`src/rtl/rcc_pkg.sv`:
```
package rcc_pkg;

    localparam int NUM_SYS       = 9;
    localparam int CTRL_W        = 3;
    localparam int CTRL_SOFT_BIT = 0;
    localparam int CTRL_TSD_BIT  = 1;
    localparam int CTRL_LFL_BIT  = 2;

    typedef enum logic [2:0] {
        CLS_PWRON    = 3'd0,
        CLS_PIN      = 3'd1,
        CLS_MAIN_BOD = 3'd2,
        CLS_CORE_BOD = 3'd4,
        CLS_SYSTEM   = 3'd6
    } cls_e;

    typedef enum logic [3:0] {
        SUB_CLKLOSS = 4'd0,
        SUB_CPURST  = 4'd1,
        SUB_LOCKUP  = 4'd2,
        SUB_WDOG    = 4'd3,
        SUB_SOFT    = 4'd4,
        SUB_DEBUG   = 4'd5,
        SUB_AFSM    = 4'd6,
        SUB_AERR    = 4'd14,
        SUB_DERR    = 4'd15
    } sub_e;

    typedef struct packed {
        sub_e sub;
        logic thermal;
        cls_e cls;
    } cause_t;

    typedef enum logic { SEQ_IDLE = 1'b0, SEQ_ACTIVE = 1'b1 } seq_e;

    localparam int STATUS_W = $bits(cause_t);

    localparam cause_t CAUSE_CLEAR = '{sub: SUB_CLKLOSS, thermal: 1'b0, cls: CLS_PWRON};

    // System request vector index -> sub-source code; index order matches
    // increasing code, so a higher index has higher priority.
    function automatic sub_e sys_code(input int idx);
        case (idx)
            0:       return SUB_CLKLOSS;
            1:       return SUB_CPURST;
            2:       return SUB_LOCKUP;
            3:       return SUB_WDOG;
            4:       return SUB_SOFT;
            5:       return SUB_DEBUG;
            6:       return SUB_AFSM;
            7:       return SUB_AERR;
            default: return SUB_DERR;
        endcase
    endfunction

endpackage

```
`src/rtl/rcc_ctrl_reg.sv`:
```
module rcc_ctrl_reg
    import rcc_pkg::*;
(
    input  logic              clk,
    input  logic              rst,
    input  logic              wr_en,
    input  logic [CTRL_W-1:0] wr_data,
    output logic              soft_req,
    output logic              tsd_en,
    output logic              lfl_arm
);

    logic tsd_en_q;
    logic lfl_arm_q;

    always_ff @(posedge clk) begin
        if (rst) begin
            tsd_en_q  <= 1'b0;
            lfl_arm_q <= 1'b0;
        end else if (wr_en) begin
            tsd_en_q  <= wr_data[CTRL_TSD_BIT];
            lfl_arm_q <= wr_data[CTRL_LFL_BIT];
        end
    end

    assign soft_req = wr_en & wr_data[CTRL_SOFT_BIT];
    assign tsd_en   = tsd_en_q;
    assign lfl_arm  = lfl_arm_q;

    AST_ARM_KEPT: assert property (@(posedge clk) disable iff (rst)
        !wr_en |=> $stable(lfl_arm) && $stable(tsd_en));

endmodule

```
`src/rtl/rcc_arbiter.sv`:
```
module rcc_arbiter
    import rcc_pkg::*;
#(
    parameter bit TSD_PRESENT = 1'b1
) (
    input  logic               main_bod,
    input  logic               core_bod,
    input  logic               pin_req,
    input  logic               tsd_raw,
    input  logic               tsd_en,
    input  logic [NUM_SYS-1:0] sys_req,
    output logic               tsd_live,
    output logic               any_req,
    output cause_t             cause
);

    generate
        if (TSD_PRESENT) begin : g_tsd
            assign tsd_live = tsd_raw & tsd_en;
        end else begin : g_no_tsd
            assign tsd_live = 1'b0;
        end
    endgenerate

    // Later assignments override earlier ones: lowest priority first.
    always_comb begin
        cause   = CAUSE_CLEAR;
        any_req = 1'b0;
        for (int i = 0; i < NUM_SYS; i++) begin
            if (sys_req[i]) begin
                cause   = '{sub: sys_code(i), thermal: 1'b0, cls: CLS_SYSTEM};
                any_req = 1'b1;
            end
        end
        if (pin_req) begin
            cause   = '{sub: SUB_CLKLOSS, thermal: 1'b0, cls: CLS_PIN};
            any_req = 1'b1;
        end
        if (tsd_live) begin
            cause   = '{sub: SUB_CLKLOSS, thermal: 1'b1, cls: CLS_PIN};
            any_req = 1'b1;
        end
        if (core_bod) begin
            cause   = '{sub: SUB_CLKLOSS, thermal: 1'b0, cls: CLS_CORE_BOD};
            any_req = 1'b1;
        end
        if (main_bod) begin
            cause   = '{sub: SUB_CLKLOSS, thermal: 1'b0, cls: CLS_MAIN_BOD};
            any_req = 1'b1;
        end
    end

endmodule

```
`src/rtl/rcc_pulse_seq.sv`:
```
module rcc_pulse_seq
    import rcc_pkg::*;
#(
    parameter int PULSE_LEN = 8
) (
    input  logic clk,
    input  logic rst,
    input  logic start,
    input  logic start_thermal,
    input  logic tsd_live,
    output logic active
);

    localparam int CNT_W = $clog2(PULSE_LEN + 1);

    seq_e             state_q;
    logic [CNT_W-1:0] cnt_q;
    logic             hold_q;

    always_ff @(posedge clk) begin
        if (rst) begin
            state_q <= SEQ_IDLE;
            cnt_q   <= '0;
            hold_q  <= 1'b0;
        end else begin
            case (state_q)
                SEQ_IDLE: begin
                    if (start) begin
                        state_q <= SEQ_ACTIVE;
                        cnt_q   <= CNT_W'(PULSE_LEN - 1);
                        hold_q  <= start_thermal;
                    end
                end
                default: begin
                    if (cnt_q != '0) begin
                        cnt_q <= cnt_q - 1'b1;
                    end else if (!(hold_q && tsd_live)) begin
                        state_q <= SEQ_IDLE;
                        hold_q  <= 1'b0;
                    end
                end
            endcase
        end
    end

    assign active = (state_q == SEQ_ACTIVE);

    AST_THERMAL_HELD: assert property (@(posedge clk) disable iff (rst)
        active && hold_q && tsd_live |=> active);

endmodule

```
`src/rtl/rst_cause_ctl.sv`:
```
module rst_cause_ctl
    import rcc_pkg::*;
#(
    parameter int PULSE_LEN   = 8,
    parameter bit TSD_PRESENT = 1'b1
) (
    input  logic                clk,
    input  logic                rst,
    input  logic                pin_rst_i,
    input  logic                main_bod_i,
    input  logic                core_bod_i,
    input  logic                tsd_i,
    input  logic                clk_loss_i,
    input  logic                cpu_rst_req_i,
    input  logic                lockup_i,
    input  logic                wdog_i,
    input  logic                dbg_rst_i,
    input  logic                afsm_tmo_i,
    input  logic                ana_err_i,
    input  logic                dig_err_i,
    input  logic                ctrl_wr_i,
    input  logic [CTRL_W-1:0]   ctrl_wdata_i,
    output logic                sys_rst_o,
    output logic [STATUS_W-1:0] status_o
);

    logic               soft_req;
    logic               tsd_en;
    logic               lfl_arm;
    logic               tsd_live;
    logic               any_req;
    logic               active;
    logic               capture;
    logic [NUM_SYS-1:0] sys_req;
    cause_t             cause;
    cause_t             status_q;

    rcc_ctrl_reg u_ctrl (
        .clk      (clk),
        .rst      (rst),
        .wr_en    (ctrl_wr_i),
        .wr_data  (ctrl_wdata_i),
        .soft_req (soft_req),
        .tsd_en   (tsd_en),
        .lfl_arm  (lfl_arm)
    );

    assign sys_req = {dig_err_i, ana_err_i, afsm_tmo_i, dbg_rst_i, soft_req,
                      wdog_i, lockup_i, cpu_rst_req_i, clk_loss_i & lfl_arm};

    rcc_arbiter #(.TSD_PRESENT(TSD_PRESENT)) u_arb (
        .main_bod (main_bod_i),
        .core_bod (core_bod_i),
        .pin_req  (pin_rst_i),
        .tsd_raw  (tsd_i),
        .tsd_en   (tsd_en),
        .sys_req  (sys_req),
        .tsd_live (tsd_live),
        .any_req  (any_req),
        .cause    (cause)
    );

    assign capture = any_req & ~active;

    rcc_pulse_seq #(.PULSE_LEN(PULSE_LEN)) u_seq (
        .clk           (clk),
        .rst           (rst),
        .start         (capture),
        .start_thermal (cause.thermal),
        .tsd_live      (tsd_live),
        .active        (active)
    );

    always_ff @(posedge clk) begin
        if (rst) begin
            status_q <= CAUSE_CLEAR;
        end else if (capture) begin
            status_q <= cause;
        end
    end

    assign sys_rst_o = active;
    assign status_o  = status_q;

    // Pulse width monitor for the minimum-width check.
    logic [15:0] wid_q;
    always_ff @(posedge clk) begin
        if (rst) begin
            wid_q <= '0;
        end else if (active) begin
            if (wid_q != '1) wid_q <= wid_q + 1'b1;
        end else begin
            wid_q <= '0;
        end
    end

    AST_LEGAL_CLASS: assert property (@(posedge clk) disable iff (rst)
        status_q.cls inside {CLS_PWRON, CLS_PIN, CLS_MAIN_BOD, CLS_CORE_BOD, CLS_SYSTEM});
    AST_SUB_ONLY_SYS: assert property (@(posedge clk) disable iff (rst)
        status_q.cls != CLS_SYSTEM |-> status_q.sub == SUB_CLKLOSS);
    AST_MAIN_WINS: assert property (@(posedge clk) disable iff (rst)
        capture && main_bod_i |=> status_q.cls == CLS_MAIN_BOD);
    AST_CLKLOSS_ARMED: assert property (@(posedge clk) disable iff (rst)
        $rose(active) && status_q.cls == CLS_SYSTEM && status_q.sub == SUB_CLKLOSS
        |-> $past(lfl_arm));
    AST_THERMAL_IS_PIN: assert property (@(posedge clk) disable iff (rst)
        status_q.thermal |-> status_q.cls == CLS_PIN);
    AST_STATUS_ON_RISE: assert property (@(posedge clk) disable iff (rst)
        status_q != $past(status_q) |-> $rose(active));
    AST_MIN_WIDTH: assert property (@(posedge clk) disable iff (rst)
        $fell(active) |-> wid_q >= 16'(PULSE_LEN));

endmodule

```
`config.mk`:
```
export PLATFORM = sky130hd
export DESIGN_NAME = rst_cause_ctl
export DESIGN_NICKNAME = d
export VERILOG_FILES = /design/src/rtl/rcc_pkg.sv /design/src/rtl/rcc_ctrl_reg.sv /design/src/rtl/rcc_arbiter.sv /design/src/rtl/rcc_pulse_seq.sv /design/src/rtl/rst_cause_ctl.sv
export SDC_FILE = /design/constraint.sdc
export NUM_CORES = 1
export LEC_CHECK = 0
export BUFFER_PORTS_ARGS = -buffer_cell sky130_fd_sc_hd__clkbuf_2
export CAP_MARGIN = 10
export CORE_MARGIN = 2
export CORE_UTILIZATION = 45
export CTS_CLUSTER_SIZE = 12
export DETAILED_ROUTE_END_ITERATION = 16
export GPL_ROUTABILITY_DRIVEN = 1
export PLACE_DENSITY = 0.72
export SLEW_MARGIN = 20
export SYNTH_ARGS = -nofsm -noshare
export SYNTH_HDL_FRONTEND = slang
export SYNTH_SLANG_ARGS = --single-unit
```
`constraint.sdc`:
```
create_clock -name clk -period 2.8 [get_ports clk]
set_clock_uncertainty 0.1 [all_clocks]
set_input_delay 0.28 -clock clk [delete_from_list [all_inputs] [get_ports clk]]
set_output_delay 0.28 -clock clk [all_outputs]
set_load 0.1 [all_outputs]
```
* Word-level counts from Yosys, hierarchy flattened
Index checks and enable logic that the tools add are counted.
Storage, ports and cells: register bits 16, input port bits 18, logic and storage cells 59
Operators by class: add/sub/neg operators 1, eq/ne operators 3, muxes and demuxes 37, bitwise logic cells 5, reductions and logical operators 5
Operators by type and width (count):
- 8-bit two-way mux | 6
- 1-bit two-way mux | 21
- 7-bit two-way mux | 3
- 4-bit two-way mux | 3
- 6-bit two-way mux | 2
- 2-bit != test, second input constant | 3
- 5-bit two-way mux | 1
- 1-bit bitwise AND | 4
- 4-bit nonzero test | 1
- 4-bit by 1-bit subtractor with 4-bit output, second input constant | 1
- 3-bit two-way mux | 1
- 3-bit AND reduction | 1
- 2-bit AND reduction | 1
- 2-bit nonzero test | 1
- 1-bit logical AND | 1
- 1-bit inverter | 1

* Logic depth before layout (Yosys ltp)
Gate-level depths: netlist of run 1.
word-level depth 17, mapped depth 6, mapped depth without buffers 6

* Modules after synthesis
From an unflattened synthesis of run 1, not the netlist that was laid out.
Second synthesis, totals: cell total of the unflattened synthesis 104, area total of the unflattened synthesis 930.9 sq um
Modules (own cells, without submodules):
- rst_cause_ctl | instances 1, cells each 36, area an instance 414.1 sq um, sequential area each 160.2 sq um
- rcc_pulse_seq | instances 1, cells each 34, area an instance 287.8 sq um, sequential area each 120.1 sq um
- rcc_arbiter | instances 1, cells each 27, area an instance 153.9 sq um, sequential area each 0.0 sq um
- rcc_ctrl_reg | instances 1, cells each 7, area an instance 75.1 sq um, sequential area each 40.0 sq um

* Worst setup path after synthesis of run 1
No wires, ideal clock.
path kind reg-to-reg, from register u_seq.state_q, in the netlist u_seq.active, to register u_seq.cnt_q[1], data arrival time 1.749 ns, required time 2.629 ns, setup slack 0.881 ns, stages on the path, launching flop included 5, period minus slack after synthesis 1.919 ns, cells stage by stage dfxtp_1 -> buf_2 -> o31ai_2 -> mux2_2 -> a21oi_1
On the way: word-level cells in the longest chain between the ends 4, elaborated cells on any way between the ends 6, those cells by class 1 x eq/ne; 1 x mux; 2 x bitwise; 2 x reduce/logical
Ends and longest elaborated chain:
- start: declaration | line rcc_pulse_seq.sv:16 | seq_e state_q;
- start signal: assignment | line rcc_pulse_seq.sv:22 | state_q <= SEQ_IDLE;
- start signal: assignment | line rcc_pulse_seq.sv:29 | state_q <= SEQ_ACTIVE;
- start signal: assignment | line rcc_pulse_seq.sv:38 | state_q <= SEQ_IDLE;
- 1-bit inverter
- 1-bit bitwise AND | line rst_cause_ctl.sv:63 | assign capture = any_req & ~active;
- 2-bit nonzero test (no line)
- 2-bit AND reduction (no line)
- end signal: assignment | line rcc_pulse_seq.sv:30 | cnt_q <= CNT_W'(PULSE_LEN - 1);
- end signal: assignment | line rcc_pulse_seq.sv:36 | cnt_q <= cnt_q - 1'b1;
- end: declaration | line rcc_pulse_seq.sv:17 | logic [CNT_W-1:0] cnt_q;
Several ways; a longest one is shown, not always the timed one. A chain may end at the register's enable or synchronous reset.

* Final worst setup path of run 1
from register u_seq.state_q, in the netlist u_seq.active, to output port sys_rst_o
RTL lines:
- end: declaration | line rst_cause_ctl.sv:23 | output logic sys_rst_o,
No word-level cell between the ends.

==> qor.yml, run 1 <==
status:
  status: "finished, final reports clean"
synth:
  synth_edf_count: 0
  netlist_area_um2: 835
  synthCells: 90
  synthesis.nets: 109
  seq_area_frac_synth_pct: 38.4
  synthArstFlopShare_pct: 0
  synth_flop_cell: "dfxtp_1"
  syn_avg_cell_area_um2: 9.27
  synth_seq_cells: 16
  synthDistinctLibCells: 42
  ys_warn_count: 0
clock_tree:
  cts_root_buf: "clkbuf_4"
  cts_tree: "built"
  ctsHoldBuffers: 0
  cts_buffer_depth: 2
  worstSkewPairLatency_ns: 0.28
  cts.htree.levels: 1
  path_clk_slew_ns: 0.09
  cts_buffers: 3
  cts.sinks: 16
  postCtsSetupRepairBufs: 0
  postCtsResizedCells: 0
power_and_ir_drop:
  power.switching_mw: 0.173
  p_clk_share_pct: 23.4
  p_seq_share_pct: 49.9
  p_int_mw: 0.333
  p_total_mw: 0.507
  ir_drop_v: 0.000297
  leakage_nw: 0.408
  p_sw_share_pct: 34.2
  powerDensity_nw_per_um2: 507
  comb_power_share_pct: 26.7
worst_setup_path:
  required_ns: 2.42
  critPathArrivalTime_ns: 1.36
  critical-path-slowest-cell: "dfxtp_1"
  start_kind: "register"
  worstReg2RegEnd: "status_o[1]"
  slowest_delay_ns: 0.55
  crit_family: "flip-flops"
  path_max_fanout: 10
  crit_buf_inv: 1
  crit_chain: "clkbuf_2"
  r2r_cells: 4
  timing.rr.start: "u_ctrl.tsd_en"
  crit_path_end_kind: "output port"
  regToRegSetupSlack_ns: 1.07
  path_class: "reg -> out"
finish:
  finalNetCount: 136
  stdcell_count: 140
  seqCellArea_um2: 320
  utilization_pct: 57.8
  fillers: 173
  syn_to_final_growth_pct: 19.6
  final_cell_mix: "clkbuf_2, dfxtp_1, a21oi_1, nor2_1, nand2_1"
  final_common_cell: "clkbuf_2"
  multi_input_area_um2: 479
  final_area_um2: 998
  drive_gt1_share_pct: 34.8
  n_antenna_cell: 0
die:
  num_rows: 15
  die_w_um: 47.1
  coreArea_um2: 1730
  dieArea_um2: 2220
  io_pins: 27
  die_h_um: 47.1
  initial_core_util_pct: 48.3
placement:
  io_buffers: 26
  dp_cells: 137
  hpwl_mm: 1.37
  dp_slack_ns: 1.01
  dpl_cell_area_um2: 976
  gp_congestion: 0.757
grt:
  grt_pass1_vias: 726
  track_usage_pct: 18.5
  antenna_found_initial: 0
  grt_pass1_wl_mm: 2.88
  overflow: 0
  grt_max_degree: 20
worst_hold_path:
  holdPathStages: 3
  hold_path.class: "in -> reg"
  min_from: "ctrl_wdata_i[1]"
  min_to: "u_ctrl.tsd_en"
sta:
  maxSlewHeadroom_pct: 63.6
  setup_violations: 0
  max_clock_freq_mhz: 574
  rsz0062_at_grt: "no"
  min_period_ns: 1.74
  drv_slew: 0
  hold_slack_ns: 0.131
  fin_crit_sh_pct: 62.3
  fin_ws_ns: 1.06
  fin_tns_setup_ns: 0
  hold_viol_final: 0
  worst_pin_slew_ns: 0.548
drt:
  ant_nets: 0
  drt_first_pass_iters: 4
  drt_iter0_markers: 13
  drc: 0
  wl_per_cell_um: 12.5
  viasPerCell: 5.54
  vias: 775
  routed_wl_mm: 1.75
job:
  maxCapViolations: 0
-- routing by layer --
layer  GRT usage [%]  up-vias  part of all wire, %
met4            10.0        0                  2.2
met3            3.46        5                  5.0
li1                -      387                    -
met5               0        -                    0
met2            30.7       25                   47
met1            22.7      358                   46
-- Yosys cell counts (all sizes together) (2+ instances only) --
library cell	n	area [um2]
a2111oi	2	36.3
a21oi	10	53.8
buf	2	12.5
clkbuf	2	7.51
dfxtp	16	320
inv	4	15.0
mux2	2	22.5
mux2i	2	20.0
nand2	6	22.5
nand2b	2	12.5
nor2	9	36.3
nor2b	3	18.8
nor3	5	36.3
nor3b	2	15.0
o31ai	2	20.0
-- power groups by stage --
stage / sequential (mW) / clock (mW) / combinational, mW
6_report: 0.253 / 0.118 / 0.135
4_1_cts: 0.253 / 0.124 / 0.136
5_1_grt: 0.255 / 0.130 / 0.145
2_1_floorplan: 0.297 / 0 / 0.0614
3_5_place_dp: 0.258 / 0 / 0.136
3_3_place_gp: 0.258 / 0 / 0.133
-- sequential cells by signal, summed over array words and instances, names as in the netlist --
signal	cells
status_o	8
u_seq.cnt_q	4
u_ctrl.lfl_arm	1
u_ctrl.tsd_en	1
u_seq.active	1
u_seq.hold_q	1
-- cells by family (layout without fill, tap and decap cells) --
group | Yosys count | after routing | share of synthesized area [%]
AND/OR/NAND/NOR | 32 | 32 | 22.0
multiplexers | 4 | 4 | 5.10
buffers and inverters | 8 | 33 | 4.20
flip-flops | 16 | 16 | 38.4
AO/OA/AOI/OAI | 28 | 28 | 27.7
XOR/XNOR | 1 | 1 | 1.05
adder cells (fa/ha/maj) | 1 | 1 | 1.50
-- area by class of cell --
type                    instances  area share (%)
clock buffers                   3            2.26
inverters                       4            1.50
multi-input cells              66            48.0
flip-flops and latches         16            32.1
well taps                      25            3.13
repair buffers                 26            13.0
-- worst max path at each step --
stage                             start              to  slack (ns)  depth (start not counted)
after floorplan            u_seq.active  u_seq.cnt_q[1]        0.88                          4
after global placement            tsd_i     status_o[1]        1.07                          5
after detailed placement          tsd_i     status_o[1]        1.01                          5
after CTS                  u_seq.active       sys_rst_o        1.05                          1
after global routing      u_ctrl.tsd_en     status_o[1]        0.93                          4
final                      u_seq.active       sys_rst_o        1.06                          1
No activity file was read; power rests on OpenSTA's default activity.
==> run 2, diff against run 1 <==
clock period = 1.81 ns   (was 2.8 ns; I/O delays follow)
==> qor.yml, run 2 (synthesized netlist as in run 1, its figures left out) <==
drt:
  drc: 0
  drt_iter0_markers: 16
  viasPerCell: 5.46
  drt_first_pass_iters: 4
  wl_per_cell_um: 12.4
  vias: 776
  routed_wl_mm: 1.76
  ant_nets: 0
clock_tree:
  cts_buffers: 3
  ctsHoldBuffers: 0
  worstSkewPairLatency_ns: 0.29
  cts_buffer_depth: 2
  cts_root_buf: "clkbuf_4"
  cts.sinks: 16
  cts.htree.levels: 1
  cts_tree: "built"
  path_clk_slew_ns: 0.11
finish:
  finalNetCount: 137
  n_antenna_cell: 0
  seqCellArea_um2: 322
  drive_gt1_share_pct: 37.6
  multi_input_area_um2: 480
  syn_to_final_growth_pct: 22.5
  fillers: 151
  largest_reg_flops: 8
  final_common_cell: "clkbuf_2"
  final_cell_mix: "clkbuf_2, dfxtp_1, a21oi_1, nor2_1, nand2_1"
worst_setup_path:
  slowest_delay_ns: 0.42
  worstSetupStartpoint: "u_ctrl.tsd_en"
  regToRegSetupSlack_ns: 0.21
  timing.rr.start: "u_ctrl.tsd_en"
  crit_path_end_kind: "register"
  worstReg2RegEnd: "status_o[1]"
  crit_family: "compound AO/OA/AOI/OAI gates"
  r2r_cells: 4
  critical-path-slowest-cell: "a2111oi_0"
  start_kind: "register"
  crit_end: "status_o[1]"
  critPathArrivalTime_ns: 1.68
  crit_buf_inv: 0
  path_max_fanout: 11
  path_class: "reg -> reg"
  critical_path_depth: 4
  crit_chain: "a2111oi_0 -> a41o_2 -> nor2b_1 -> nor3_1"
  required_ns: 1.88
sta:
  rsz0062_at_grt: "no"
  fin_crit_sh_pct: 88.5
  worst_pin_slew_ns: 0.542
  drv_slew: 0
  max_clock_freq_mhz: 624
  hold_viol_final: 0
  min_period_ns: 1.60
  maxSlewHeadroom_pct: 64.0
  fin_tns_setup_ns: 0
  setup_violations: 0
grt:
  grt_pass1_wl_mm: 2.84
  antenna_found_initial: 0
  track_usage_pct: 18.2
  grt_max_degree: 20
  grt_pass1_vias: 673
  overflow: 0
power_and_ir_drop:
  p_sw_share_pct: 33.5
  p_int_mw: 0.564
  comb_power_share_pct: 25.2
  p_seq_share_pct: 46.1
  powerDensity_nw_per_um2: 831
  power.switching_mw: 0.285
  p_clk_share_pct: 28.7
  leakage_nw: 0.418
  p_total_mw: 0.849
  ir_drop_v: 0.000470
die:
  die_w_um: 47.1
  dieArea_um2: 2220
  die_h_um: 47.1
  io_pins: 27
  coreArea_um2: 1730
  initial_core_util_pct: 48.3
  num_rows: 15
job:
  maxCapViolations: 0
placement:
  gp_congestion: 0.728
  hpwl_mm: 1.31
  io_buffers: 26
worst_hold_path:
  hold_path.class: "in -> reg"
status:
  status: "finished, final reports clean"
## run 2: final cells by class
cell class              count  share of cell area (%)
repair buffers             27                    13.5
well taps                  25                    3.06
inverters                   4                    1.47
multi-input cells          66                    47.0
flip-flops and latches     16                    31.5
clock buffers               4                    3.55
## run 2: worst min path at each step
stage | startpoint | to | slack (ns) | depth (start not counted)
2_1_floorplan | ctrl_wdata_i[2] | u_ctrl.lfl_arm | 0.23 | 2
3_3_place_gp | ctrl_wdata_i[2] | u_ctrl.lfl_arm | 0.32 | 3
3_5_place_dp | ctrl_wdata_i[2] | u_ctrl.lfl_arm | 0.33 | 3
4_1_cts | ctrl_wdata_i[2] | u_ctrl.lfl_arm | 0.03 | 3
5_1_grt | ctrl_wdata_i[2] | u_ctrl.lfl_arm | 0.04 | 3
6_report | ctrl_wdata_i[2] | u_ctrl.lfl_arm | 0.02 | 3
## run 2: repair_timing
item	CTS	global route
gates resized for setup	0	1
setup endpoints to repair	0	2
hold endpoints to repair	0	0
buffers inserted	0	0
## run 2: routing by layer
layer / track usage (%) / up-vias / share of wire, %
met1: 25.0 / 359 / 49
li1: - / 391 / -
met3: 3.46 / 2 / 6.4
met2: 28.5 / 24 / 44
met5: 0 / - / 0
met4: 6.67 / 0 / 0.80
## run 2: worst register-to-register path, delay by kind of cell (launching register included)
family,cells,cell delay [ns]
AOI/OAI and AO/OA,2,0.81
DFF,1,0.36
and+or+nand+nor,2,0.22
## run 2: power groups by stage
stage | registers, mW | logic [mW] | clock network, mW
2_1_floorplan | 0.461 | 0.0950 | 0
3_3_place_gp | 0.399 | 0.210 | 0
3_5_place_dp | 0.400 | 0.213 | 0
4_1_cts | 0.391 | 0.214 | 0.243
5_1_grt | 0.394 | 0.230 | 0.259
6_report | 0.392 | 0.214 | 0.244
## run 2: through the flow
stage | worst slack [ns] | utilization, % | instance area, um2 | hold WS [ns] | std cells
finish | 0.208 | 59.2 | 1020 | 0.0244 | 142
CTS | 0.102 | 59.1 | 1020 | 0.0302 | 142
floorplan | 0.137 | - | 836 | 0.228 | 90
global route | 0.0824 | 59.2 | 1020 | 0.0362 | 142
global placement | 0.189 | 57.0 | 985 | 0.320 | 138
detailed placement | 0.127 | 57.0 | 985 | 0.329 | 138
==> run 3, diff against run 2 <==
clock period = 1.7 ns   (was 1.81 ns; I/O delays follow)
==> qor.yml, run 3 (synthesized netlist as in run 1, its figures left out) <==
clock_tree:
  cts.htree.levels: 1
  cts_buffer_depth: 2
  cts_buffers: 3
  cts_root_buf: "clkbuf_4"
  cts.sinks: 16
  path_clk_slew_ns: 0.09
  cts_tree: "built"
  worstSkewPairLatency_ns: 0.29
power_and_ir_drop:
  leakage_nw: 0.447
  p_total_mw: 0.860
  ir_drop_v: 0.000502
  powerDensity_nw_per_um2: 807
finish:
  syn_to_final_growth_pct: 27.6
  final_common_cell: "clkbuf_2"
  largest_reg_flops: 8
  utilization_pct: 61.7
  n_antenna_cell: 0
  final_cell_mix: "clkbuf_2, dfxtp_1, a21oi_1, nor2_1"
  finalNetCount: 143
  drive_gt1_share_pct: 39.3
worst_setup_path:
  path_class: "reg -> reg"
  crit_path_end_kind: "register"
  regToRegSetupSlack_ns: 0.12
  worstReg2RegEnd: "u_seq.hold_q"
  r2r_cells: 4
  required_ns: 1.81
  crit_chain: "a2111oi_4 -> nand3_2 -> o311a_1 -> o32ai_2"
  timing.rr.start: "u_ctrl.lfl_arm"
  critical-path-slowest-cell: "a2111oi_4"
  slowest_delay_ns: 0.45
  critPathArrivalTime_ns: 1.69
  path_max_fanout: 3
  start_kind: "register"
grt:
  track_usage_pct: 19.1
  overflow: 0
  grt_pass1_vias: 691
  antenna_found_initial: 0
  grt_pass1_wl_mm: 2.90
  grt_max_degree: 20
job:
  maxCapViolations: 0
placement:
  gp_congestion: 0.746
  io_buffers: 26
  hpwl_mm: 1.35
sta:
  worst_pin_slew_ns: 0.544
  fin_crit_sh_pct: 93.2
  min_period_ns: 1.58
  maxSlewHeadroom_pct: 63.9
  setup_violations: 0
  hold_viol_final: 0
  drv_slew: 0
  max_clock_freq_mhz: 631
die:
  die_h_um: 47.1
  die_w_um: 47.1
  num_rows: 15
  coreArea_um2: 1730
  dieArea_um2: 2220
  initial_core_util_pct: 48.3
  io_pins: 27
drt:
  routed_wl_mm: 1.81
  drc: 0
  drt_first_pass_iters: 4
  drt_iter0_markers: 10
  ant_nets: 0
  vias: 805
  viasPerCell: 5.48
  wl_per_cell_um: 12.3
worst_hold_path:
  hold_path.class: "in -> reg"
  holdPathStages: 3
  min_from: "ctrl_wdata_i[2]"
  min_to: "u_ctrl.lfl_arm"
status:
  status: "finished, final reports clean"
==> run 3: worst max-delay path: cells and delay by family (launching register included) <==
kind / cells / cell delay (ns)
flip-flops: 1 / 0.34
AO/OA/AOI/OAI: 3 / 0.93
AND/OR/NAND/NOR: 1 / 0.14
==> run 3: layout make-up <==
cell class	instances	area [um2]
clock buffer	3	22.5
fill	158	662
inverter	4	15.0
multi-input combinational	66	479
sequential	16	322
tap	25	31.3
timing repair buffer	33	195
==> run 3: where the power goes <==
part | switching (mW) | internal, mW
sequential | 0.0142 | 0.396
clock | 0.116 | 0.0824
combinational | 0.163 | 0.0880
total | 0.293 | 0.567
==> run 3: worst max path at each step <==
stage | start | end | slack, ns | cells after the start
2_1_floorplan | u_seq.active | u_seq.hold_q | 0.03 | 4
3_3_place_gp | clk_loss_i | u_seq.hold_q | 0.16 | 5
3_5_place_dp | clk_loss_i | u_seq.hold_q | 0.12 | 5
4_1_cts | u_ctrl.lfl_arm | u_seq.hold_q | 0.1 | 4
5_1_grt | u_ctrl.lfl_arm | status_o[1] | -0.001 | 5
6_report | u_ctrl.lfl_arm | u_seq.hold_q | 0.12 | 4
==> run 3: what timing repair did <==
item	CTS	global route
gates resized for setup	0	0
endpoints found under the setup margin	0	1
hold buffers	0	0
setup buffers	0	3
==> run 3: per-stage QoR <==
step | instances | TNS (ns) | instance area [um2] | hold slack (ns) | worst slack [ns]
6_report | 147 | 0 | 1060 | 0.0197 | 0.116
5_1_grt | 147 | -0.00183 | 1060 | 0.0418 | -0.00136
4_1_cts | 144 | 0 | 1040 | 0.0152 | 0.0998
3_5_place_dp | 141 | 0 | 1020 | 0.318 | 0.119
3_3_place_gp | 141 | 0 | 1020 | 0.310 | 0.157
2_1_floorplan | 90 | 0 | 836 | 0.217 | 0.0271
==> run 3: metal layers <==
layer	vias to the layer above	share of wire, %	global-route usage [%]
met5	-	0	0
met4	0	1.3	6.67
met3	4	6.5	6.92
met2	26	47	31.0
met1	373	45	23.3
li1	402	-	-
